<file path="config.mk">
export PLATFORM = sky130hd
export DESIGN_NAME = flash_ctl_top
export DESIGN_NICKNAME = d
export VERILOG_FILES = /design/src/rtl/flash_ctl_pkg.sv /design/src/rtl/flash_ctl_ctrl.sv /design/src/rtl/flash_ctl_dp.sv /design/src/rtl/flash_ctl_top.sv
export SDC_FILE = /design/constraint.sdc
export NUM_CORES = 2
export LEC_CHECK = 0
export BUFFER_PORTS_ARGS = -buffer_cell sky130_fd_sc_hd__buf_2
export CAP_MARGIN = 10
export CELL_PAD_IN_SITES_DETAIL_PLACEMENT = 0
export CELL_PAD_IN_SITES_GLOBAL_PLACEMENT = 1
export CORE_MARGIN = 8
export CORE_UTILIZATION = 49
export CTS_CLUSTER_DIAMETER = 100
export CTS_CLUSTER_SIZE = 24
export DETAILED_ROUTE_END_ITERATION = 16
export PLACE_DENSITY_LB_ADDON = 0.1
export SLEW_MARGIN = 0
export SYNTH_ARGS = -nofsm -noshare
export SYNTH_HDL_FRONTEND = slang
export SYNTH_HIERARCHICAL = 1
export SYNTH_SLANG_ARGS = --single-unit
</file>
<file path="constraint.sdc">
create_clock -name clk -period 5.1 [get_ports clk]
set_clock_uncertainty 0.1 [all_clocks]
set_input_delay 1.02 -clock clk [delete_from_list [all_inputs] [get_ports clk]]
set_output_delay 1.02 -clock clk [all_outputs]
set_load 0.005 [all_outputs]
</file>
<file path="src/rtl/flash_ctl_pkg.sv">
package flash_ctl_pkg;
  localparam int REG_STATUS    = 0;
  localparam int REG_CFG       = 1;
  localparam int REG_PAGE_A    = 2;
  localparam int REG_PAGE_B    = 3;
  localparam int REG_WIPE_ALL  = 4;
  localparam int REG_WIPE_USER = 5;
  localparam int USER_BASE     = 8;
  localparam int CFG_WEN       = 0;
  localparam int CFG_EEN       = 1;
  localparam logic [31:0] ERASE_KEY = 32'h1;

  typedef struct packed {
    logic andWrite;
    logic eraseWord;
    logic userWrite;
    logic userClear;
  } dpStrobe_t;
endpackage

</file>
<file path="src/rtl/flash_ctl_ctrl.sv">
module flash_ctl_ctrl
  import flash_ctl_pkg::*;
#(
  parameter int PAGE_WORDS = 8,
  parameter int PAGE_COUNT = 4,
  parameter int USER_WORDS = 4,
  localparam int TOTAL    = PAGE_WORDS * PAGE_COUNT,
  localparam int IDX_W    = $clog2(TOTAL),
  localparam int LOG_PW   = $clog2(PAGE_WORDS),
  localparam int PG_W     = $clog2(PAGE_COUNT),
  localparam int PAGE_SHIFT = LOG_PW + 2,
  localparam int REG_AW   = $clog2(USER_BASE + USER_WORDS),
  localparam int USER_IW  = $clog2(USER_WORDS)
) (
  input  logic              clk,
  input  logic              rstN,
  input  logic              regValid,
  input  logic              regWrite,
  input  logic [REG_AW-1:0] regAddr,
  input  logic [31:0]       regWdata,
  output logic              regReady,
  input  logic              wrValid,
  input  logic [31:0]       wrAddr,
  input  logic [31:0]       wrData,
  output logic              wrReady,
  output logic [1:0]        cfg,
  output dpStrobe_t         strobe,
  output logic [IDX_W-1:0]  wordIdx,
  output logic [31:0]       wordData,
  output logic [USER_IW-1:0] userIdx,
  output logic [31:0]       userData,
  output logic              errPulse
);
  logic busy;
  logic [IDX_W-1:0] seqIdx, seqEnd;
  logic regFire, wrFire, pageOk, wordOk;
  logic startPage, startAll, cfgWr, regErr, wrErr;
  logic [IDX_W-1:0] pageBase;

  assign regReady = !busy;
  assign wrReady  = !busy;
  assign regFire  = regValid && regWrite && !busy;
  assign wrFire   = wrValid && !busy;
  assign pageOk   = (regWdata >> PAGE_SHIFT) < 32'(PAGE_COUNT);
  assign wordOk   = (wrAddr >> 2) < 32'(TOTAL);
  assign pageBase = IDX_W'(regWdata[PAGE_SHIFT +: PG_W]) << LOG_PW;

  always_comb begin
    startPage = 1'b0;
    startAll  = 1'b0;
    cfgWr     = 1'b0;
    regErr    = 1'b0;
    strobe    = '0;
    if (regFire) begin
      if (int'(regAddr) == REG_CFG) begin
        cfgWr = 1'b1;
      end else if (int'(regAddr) == REG_PAGE_A || int'(regAddr) == REG_PAGE_B) begin
        if (cfg[CFG_EEN] && pageOk) startPage = 1'b1;
        else regErr = 1'b1;
      end else if (int'(regAddr) == REG_WIPE_ALL) begin
        if (regWdata == ERASE_KEY) begin
          if (cfg[CFG_EEN]) begin
            startAll = 1'b1;
            strobe.userClear = 1'b1;
          end else begin
            regErr = 1'b1;
          end
        end
      end else if (int'(regAddr) == REG_WIPE_USER) begin
        if (regWdata == ERASE_KEY) strobe.userClear = 1'b1;
      end else if (int'(regAddr) >= USER_BASE && int'(regAddr) < USER_BASE + USER_WORDS) begin
        strobe.userWrite = 1'b1;
      end else begin
        regErr = 1'b1;
      end
    end
    strobe.andWrite  = wrFire && cfg[CFG_WEN] && wordOk;
    strobe.eraseWord = busy;
  end

  assign wrErr    = wrFire && !(cfg[CFG_WEN] && wordOk);
  assign wordIdx  = busy ? seqIdx : wrAddr[2 +: IDX_W];
  assign wordData = wrData;
  assign userIdx  = USER_IW'(regAddr - REG_AW'(USER_BASE));
  assign userData = regWdata;

  always_ff @(posedge clk) begin
    if (!rstN) begin
      cfg      <= '0;
      errPulse <= 1'b0;
      busy     <= 1'b0;
      seqIdx   <= '0;
      seqEnd   <= '0;
    end else begin
      if (cfgWr) cfg <= regWdata[1:0];
      errPulse <= regErr || wrErr;
      if (startPage) begin
        busy   <= 1'b1;
        seqIdx <= pageBase;
        seqEnd <= pageBase + IDX_W'(PAGE_WORDS - 1);
      end else if (startAll) begin
        busy   <= 1'b1;
        seqIdx <= '0;
        seqEnd <= IDX_W'(TOTAL - 1);
      end else if (busy) begin
        if (seqIdx == seqEnd) busy <= 1'b0;
        else seqIdx <= seqIdx + IDX_W'(1);
      end
    end
  end

  // the sequencer only rewrites words while erases are enabled
  p_erase_een_r4: assert property (@(posedge clk) disable iff (!rstN)
    strobe.eraseWord |-> cfg[CFG_EEN]);
  // configuration cannot change while an erase is running
  p_cfg_frozen_r9: assert property (@(posedge clk) disable iff (!rstN)
    busy |=> $stable(cfg));
  // an error pulse always follows a request
  p_err_cause_r10: assert property (@(posedge clk) disable iff (!rstN)
    errPulse |-> $past(regValid || wrValid));
endmodule

</file>
<file path="src/rtl/flash_ctl_dp.sv">
module flash_ctl_dp
  import flash_ctl_pkg::*;
#(
  parameter int PAGE_WORDS = 8,
  parameter int PAGE_COUNT = 4,
  parameter int USER_WORDS = 4,
  localparam int TOTAL   = PAGE_WORDS * PAGE_COUNT,
  localparam int IDX_W   = $clog2(TOTAL),
  localparam int REG_AW  = $clog2(USER_BASE + USER_WORDS),
  localparam int USER_IW = $clog2(USER_WORDS)
) (
  input  logic               clk,
  input  logic               rstN,
  input  dpStrobe_t          strobe,
  input  logic [IDX_W-1:0]   wordIdx,
  input  logic [31:0]        wordData,
  input  logic [USER_IW-1:0] userIdx,
  input  logic [31:0]        userData,
  input  logic [1:0]         cfg,
  input  logic [REG_AW-1:0]  regAddr,
  output logic [31:0]        regRdata,
  input  logic [IDX_W-1:0]   flashRdIdx,
  output logic [31:0]        flashRdData
);
  logic [31:0] flashMem [TOTAL];
  logic [31:0] userMem  [USER_WORDS];

  always_ff @(posedge clk) begin
    if (strobe.andWrite)       flashMem[wordIdx] <= flashMem[wordIdx] & wordData;
    else if (strobe.eraseWord) flashMem[wordIdx] <= '1;
  end

  always_ff @(posedge clk) begin
    if (!rstN || strobe.userClear) begin
      for (int i = 0; i < USER_WORDS; i++) userMem[i] <= '1;
    end else if (strobe.userWrite) begin
      userMem[userIdx] <= userData;
    end
  end

  assign flashRdData = flashMem[flashRdIdx];

  always_comb begin
    regRdata = '0;
    if (int'(regAddr) == REG_STATUS) regRdata = 32'h1;
    else if (int'(regAddr) == REG_CFG) regRdata = {30'b0, cfg};
    else if (int'(regAddr) >= USER_BASE && int'(regAddr) < USER_BASE + USER_WORDS)
      regRdata = userMem[USER_IW'(regAddr - REG_AW'(USER_BASE))];
  end

  // an accepted write leaves exactly old AND data
  p_and_write_r3: assert property (@(posedge clk) disable iff (!rstN)
    strobe.andWrite |=> flashMem[$past(wordIdx)] == ($past(flashMem[wordIdx]) & $past(wordData)));
  // every erase step leaves its word all-ones
  p_erase_ones_r4: assert property (@(posedge clk) disable iff (!rstN)
    strobe.eraseWord |=> flashMem[$past(wordIdx)] == 32'hFFFF_FFFF);
endmodule

</file>
<file path="src/rtl/flash_ctl_top.sv">
module flash_ctl_top
  import flash_ctl_pkg::*;
#(
  parameter int PAGE_WORDS = 8,
  parameter int PAGE_COUNT = 4,
  parameter int USER_WORDS = 4,
  localparam int TOTAL   = PAGE_WORDS * PAGE_COUNT,
  localparam int IDX_W   = $clog2(TOTAL),
  localparam int REG_AW  = $clog2(USER_BASE + USER_WORDS),
  localparam int USER_IW = $clog2(USER_WORDS)
) (
  input  logic              clk,
  input  logic              rstN,
  input  logic              regValid,
  input  logic              regWrite,
  input  logic [REG_AW-1:0] regAddr,
  input  logic [31:0]       regWdata,
  output logic [31:0]       regRdata,
  output logic              regReady,
  input  logic              wrValid,
  input  logic [31:0]       wrAddr,
  input  logic [31:0]       wrData,
  output logic              wrReady,
  input  logic [IDX_W-1:0]  flashRdIdx,
  output logic [31:0]       flashRdData,
  output logic              errPulse
);
  dpStrobe_t          strobe;
  logic [1:0]         cfg;
  logic [IDX_W-1:0]   wordIdx;
  logic [31:0]        wordData, userData;
  logic [USER_IW-1:0] userIdx;

  flash_ctl_ctrl #(.PAGE_WORDS(PAGE_WORDS), .PAGE_COUNT(PAGE_COUNT), .USER_WORDS(USER_WORDS)) uCtrl (
    .clk(clk), .rstN(rstN), .regValid(regValid), .regWrite(regWrite), .regAddr(regAddr),
    .regWdata(regWdata), .regReady(regReady), .wrValid(wrValid), .wrAddr(wrAddr),
    .wrData(wrData), .wrReady(wrReady), .cfg(cfg), .strobe(strobe), .wordIdx(wordIdx),
    .wordData(wordData), .userIdx(userIdx), .userData(userData), .errPulse(errPulse));

  flash_ctl_dp #(.PAGE_WORDS(PAGE_WORDS), .PAGE_COUNT(PAGE_COUNT), .USER_WORDS(USER_WORDS)) uDp (
    .clk(clk), .rstN(rstN), .strobe(strobe), .wordIdx(wordIdx), .wordData(wordData),
    .userIdx(userIdx), .userData(userData), .cfg(cfg), .regAddr(regAddr),
    .regRdata(regRdata), .flashRdIdx(flashRdIdx), .flashRdData(flashRdData));
endmodule

</file>
==> results.txt <==
run status - finished clean
M3 GR Usage - 4.76%
fmax - 227 MHz
Logic pwr share - 9.4%
reg2reg setup slack - 0.69 ns
fin area - 59700 sq um
GPL Wtd Cong - 0.839
Worst EP arrival - 4.74 ns
# clock sinks - 1164
clk slew on worst S/H paths - 0.10 ns
Synth Cell Area - 54500 sq um
worst r2r src - uCtrl/busy
RSZ-0062 raised after global routing - no
fin. max-slew vios - 0
setup ws final - 0.689 ns
crit path launch type - register
first-pass GRT wire length - 242000 um
top cells by area, synth - edfxtp_1 (64%), mux4_2 (12%), mux2i_1 (11%)
GRT met1 Usage - 37.0%
final hold vios - 0
HP Start - uCtrl/seqEnd[2]
post-CTS resize count - 0
Most used DFF post-synth - edfxtp_1
worst setup path class - register to register
synthesized flop and latch total - 1164
commonest cells after routing, fill and taps aside - edfxtp_1 (1152), mux2i_1 (579), mux4_2 (288)
die area - 122000 sq um
Post-DP HPWL - 104000 um
Sw Share - 22.7%
number of global-route vias before repair - 33100
Avg Inst Size Synth - 17.0 sq um
Routed Antenna Nets - 0
worst hold path cell count - 1
worst slew pin tran - 1.01 ns
Power Density - 289 nW/um^2
Multi-input gate area - 18100 sq um
Ports - 177
Int Pwr - 13.4 mW
share of cells above drive strength 1 - 26.0%
commonest non-fill, non-tap cell in the layout - edfxtp_1
Global Route Usage Sum - 27.6%
register area - 34800 sq um
CTS buffer count - 55
EDFF count, synth - 1152
synth unique cells - 61
Cells after Synth - 3204
largest net degree at the start of global routing - 73
CTS tree - built
Area growth, synth to finish - 9.61%
min Tclk post-route - 4.41 ns
wirelength, routed - 172000 um
CP endpoint kind - register
grt met2 use - 45.6%
initial detailed-routing violation count - 3451
largest area contributor in the netlist - edfxtp_1
Yosys warning count - 6
clock share of power - 28.8%
hold crit path type - register to register
die height - 349 um
nets - 3448
worst-skew pair later-pin latency - 0.69 ns
die width - 349 um
Starting Density - 49.3%
Yosys top cell area share - 63.5%
# hold bufs at CTS - 0
final setup violation count - 0
Mapped Nets - 3315
drt first pass iters - 6
Hold Crit Endpoint - uCtrl/seqEnd[2]
setup slack at placement - 0.523 ns
final core occ - 54.0%
TNS Setup - 0 ns
Crit Path Max Fanout - 24
Reg-to-Reg End - uDp/flashMem[31][13]
Critical Path RT - 5.43 ns
Slew Limit Headroom - 32.9%
Synth async-reset ratio - 0%
routed len/inst - 35.5 um
max-cap viol count - 0
P_sw - 3.92 mW
clock root buffer - clkbuf_16
CTS max path bufs - 3
DRC Markers - 0
Seq pwr share - 61.8%
H-tree depth - 2
grt total ovfl - 0
core box area - 111000 sq um
Rows - 122
Max IR drop VDD - 0.224 mV
Worst R2R Path Depth - 8
DR vias - 32600
vias per cell - 6.73
initial antenna violation count - 4
Fillers - 8846
Top Usage Layer GRT - met2
setup bufs post-CTS - 0
port bufs - 174
placed inst area - 58200 sq um
fin crit share - 86.5%
LEAKAGE - 20.6 nW
sequential area share after synthesis - 64.0%
[final cells by class]
class / instances / share of cell area, %
timing repair buffer: 393 / 5.57
sequential: 1164 / 58.3
clock inverter: 2 / 0.0775
antenna: 4 / 0.0168
tap: 1488 / 3.12
multi-input combinational: 1719 / 30.4
inverter: 4 / 0.0251
clock buffer: 68 / 2.46
[worst max-delay path by stage]
stage / endpoint / slack (ns) / from
detailed placement: uDp/flashMem[8][14] / 0.52 / wrAddr[31]
finish: uDp/flashMem[31][13] / 0.69 / uCtrl/busy
CTS: uDp/flashMem[27][13] / 0.70 / uCtrl/busy
global route: uDp/flashMem[4][26] / 0.59 / uCtrl/busy
floorplan: uDp/flashMem[26][0] / 0.03 / wrAddr[31]
global placement: uDp/flashMem[8][14] / 0.44 / wrAddr[31]
[Yosys cell counts (all sizes together), types with 32 or more instances]
library cell,instances
nor4,75
nor2,47
a221oi,32
mux4,288
buf,237
nand2,46
or2,64
a21o,34
o22ai,258
edfxtp,1152
nand2b,68
nor2b,36
mux2i,579
a22o,32
a22oi,33
a21oi,36
clkbuf,80
[worst max-delay path, cell delays in order (launching register included)]
cell,delay (ns)
dfxtp_1,0.79
mux2_2,0.71
or4b_2,0.74
buf_4,0.46
o22ai_1,0.15
nor4_1,0.51
nand2_1,0.13
a21o_1,0.28
buf_4,0.24
[kinds of logic (layout without fill, tap and decap cells)]
kind of cell	after synthesis	in the layout	synth area share, %
fa+ha+maj	1	1	0.0230
simple gates	401	401	4.34
flops	1164	1164	64.0
compound gates	443	443	5.52
xor+xnor	3	3	0.0482
buf+inv	321	467	3.48
other cells	0	4	0
mux	871	871	22.6
[flip-flops by register name, summed over array words and instances (netlist names)]
signal          cells
uCtrl/busy          1
uCtrl/cfg           2
uCtrl/seqEnd        3
uDp/flashMem     1024
uCtrl/seqIdx        5
uCtrl/errPulse      1
uDp/userMem       128
[metrics by stage]
step	hold WS, ns	total power, mW	std cells
5_1_grt	0.476	17.8	4842
2_1_floorplan	0.400	11.9	3204
3_5_place_dp	0.433	12.5	4768
3_3_place_gp	0.421	12.5	4768
4_1_cts	0.457	17.4	4838
6_report	0.459	17.3	4842
[power groups by stage]
stage          logic [mW]  registers, mW  clock network [mW]
3_5_place_dp         1.62           10.9                   0
4_1_cts              1.62           10.7                5.08
3_3_place_gp         1.59           10.9                   0
6_report             1.63           10.7                4.97
2_1_floorplan        1.06           10.9                   0
5_1_grt              1.72           10.7                5.37
[layer usage]
metal	vias up	wire length, um
met3	328	14900
li1	13400	-
met1	17200	67900
met4	0	6490
met5	-	0
met2	1674	82400
Power figures use the tool's default switching activity.
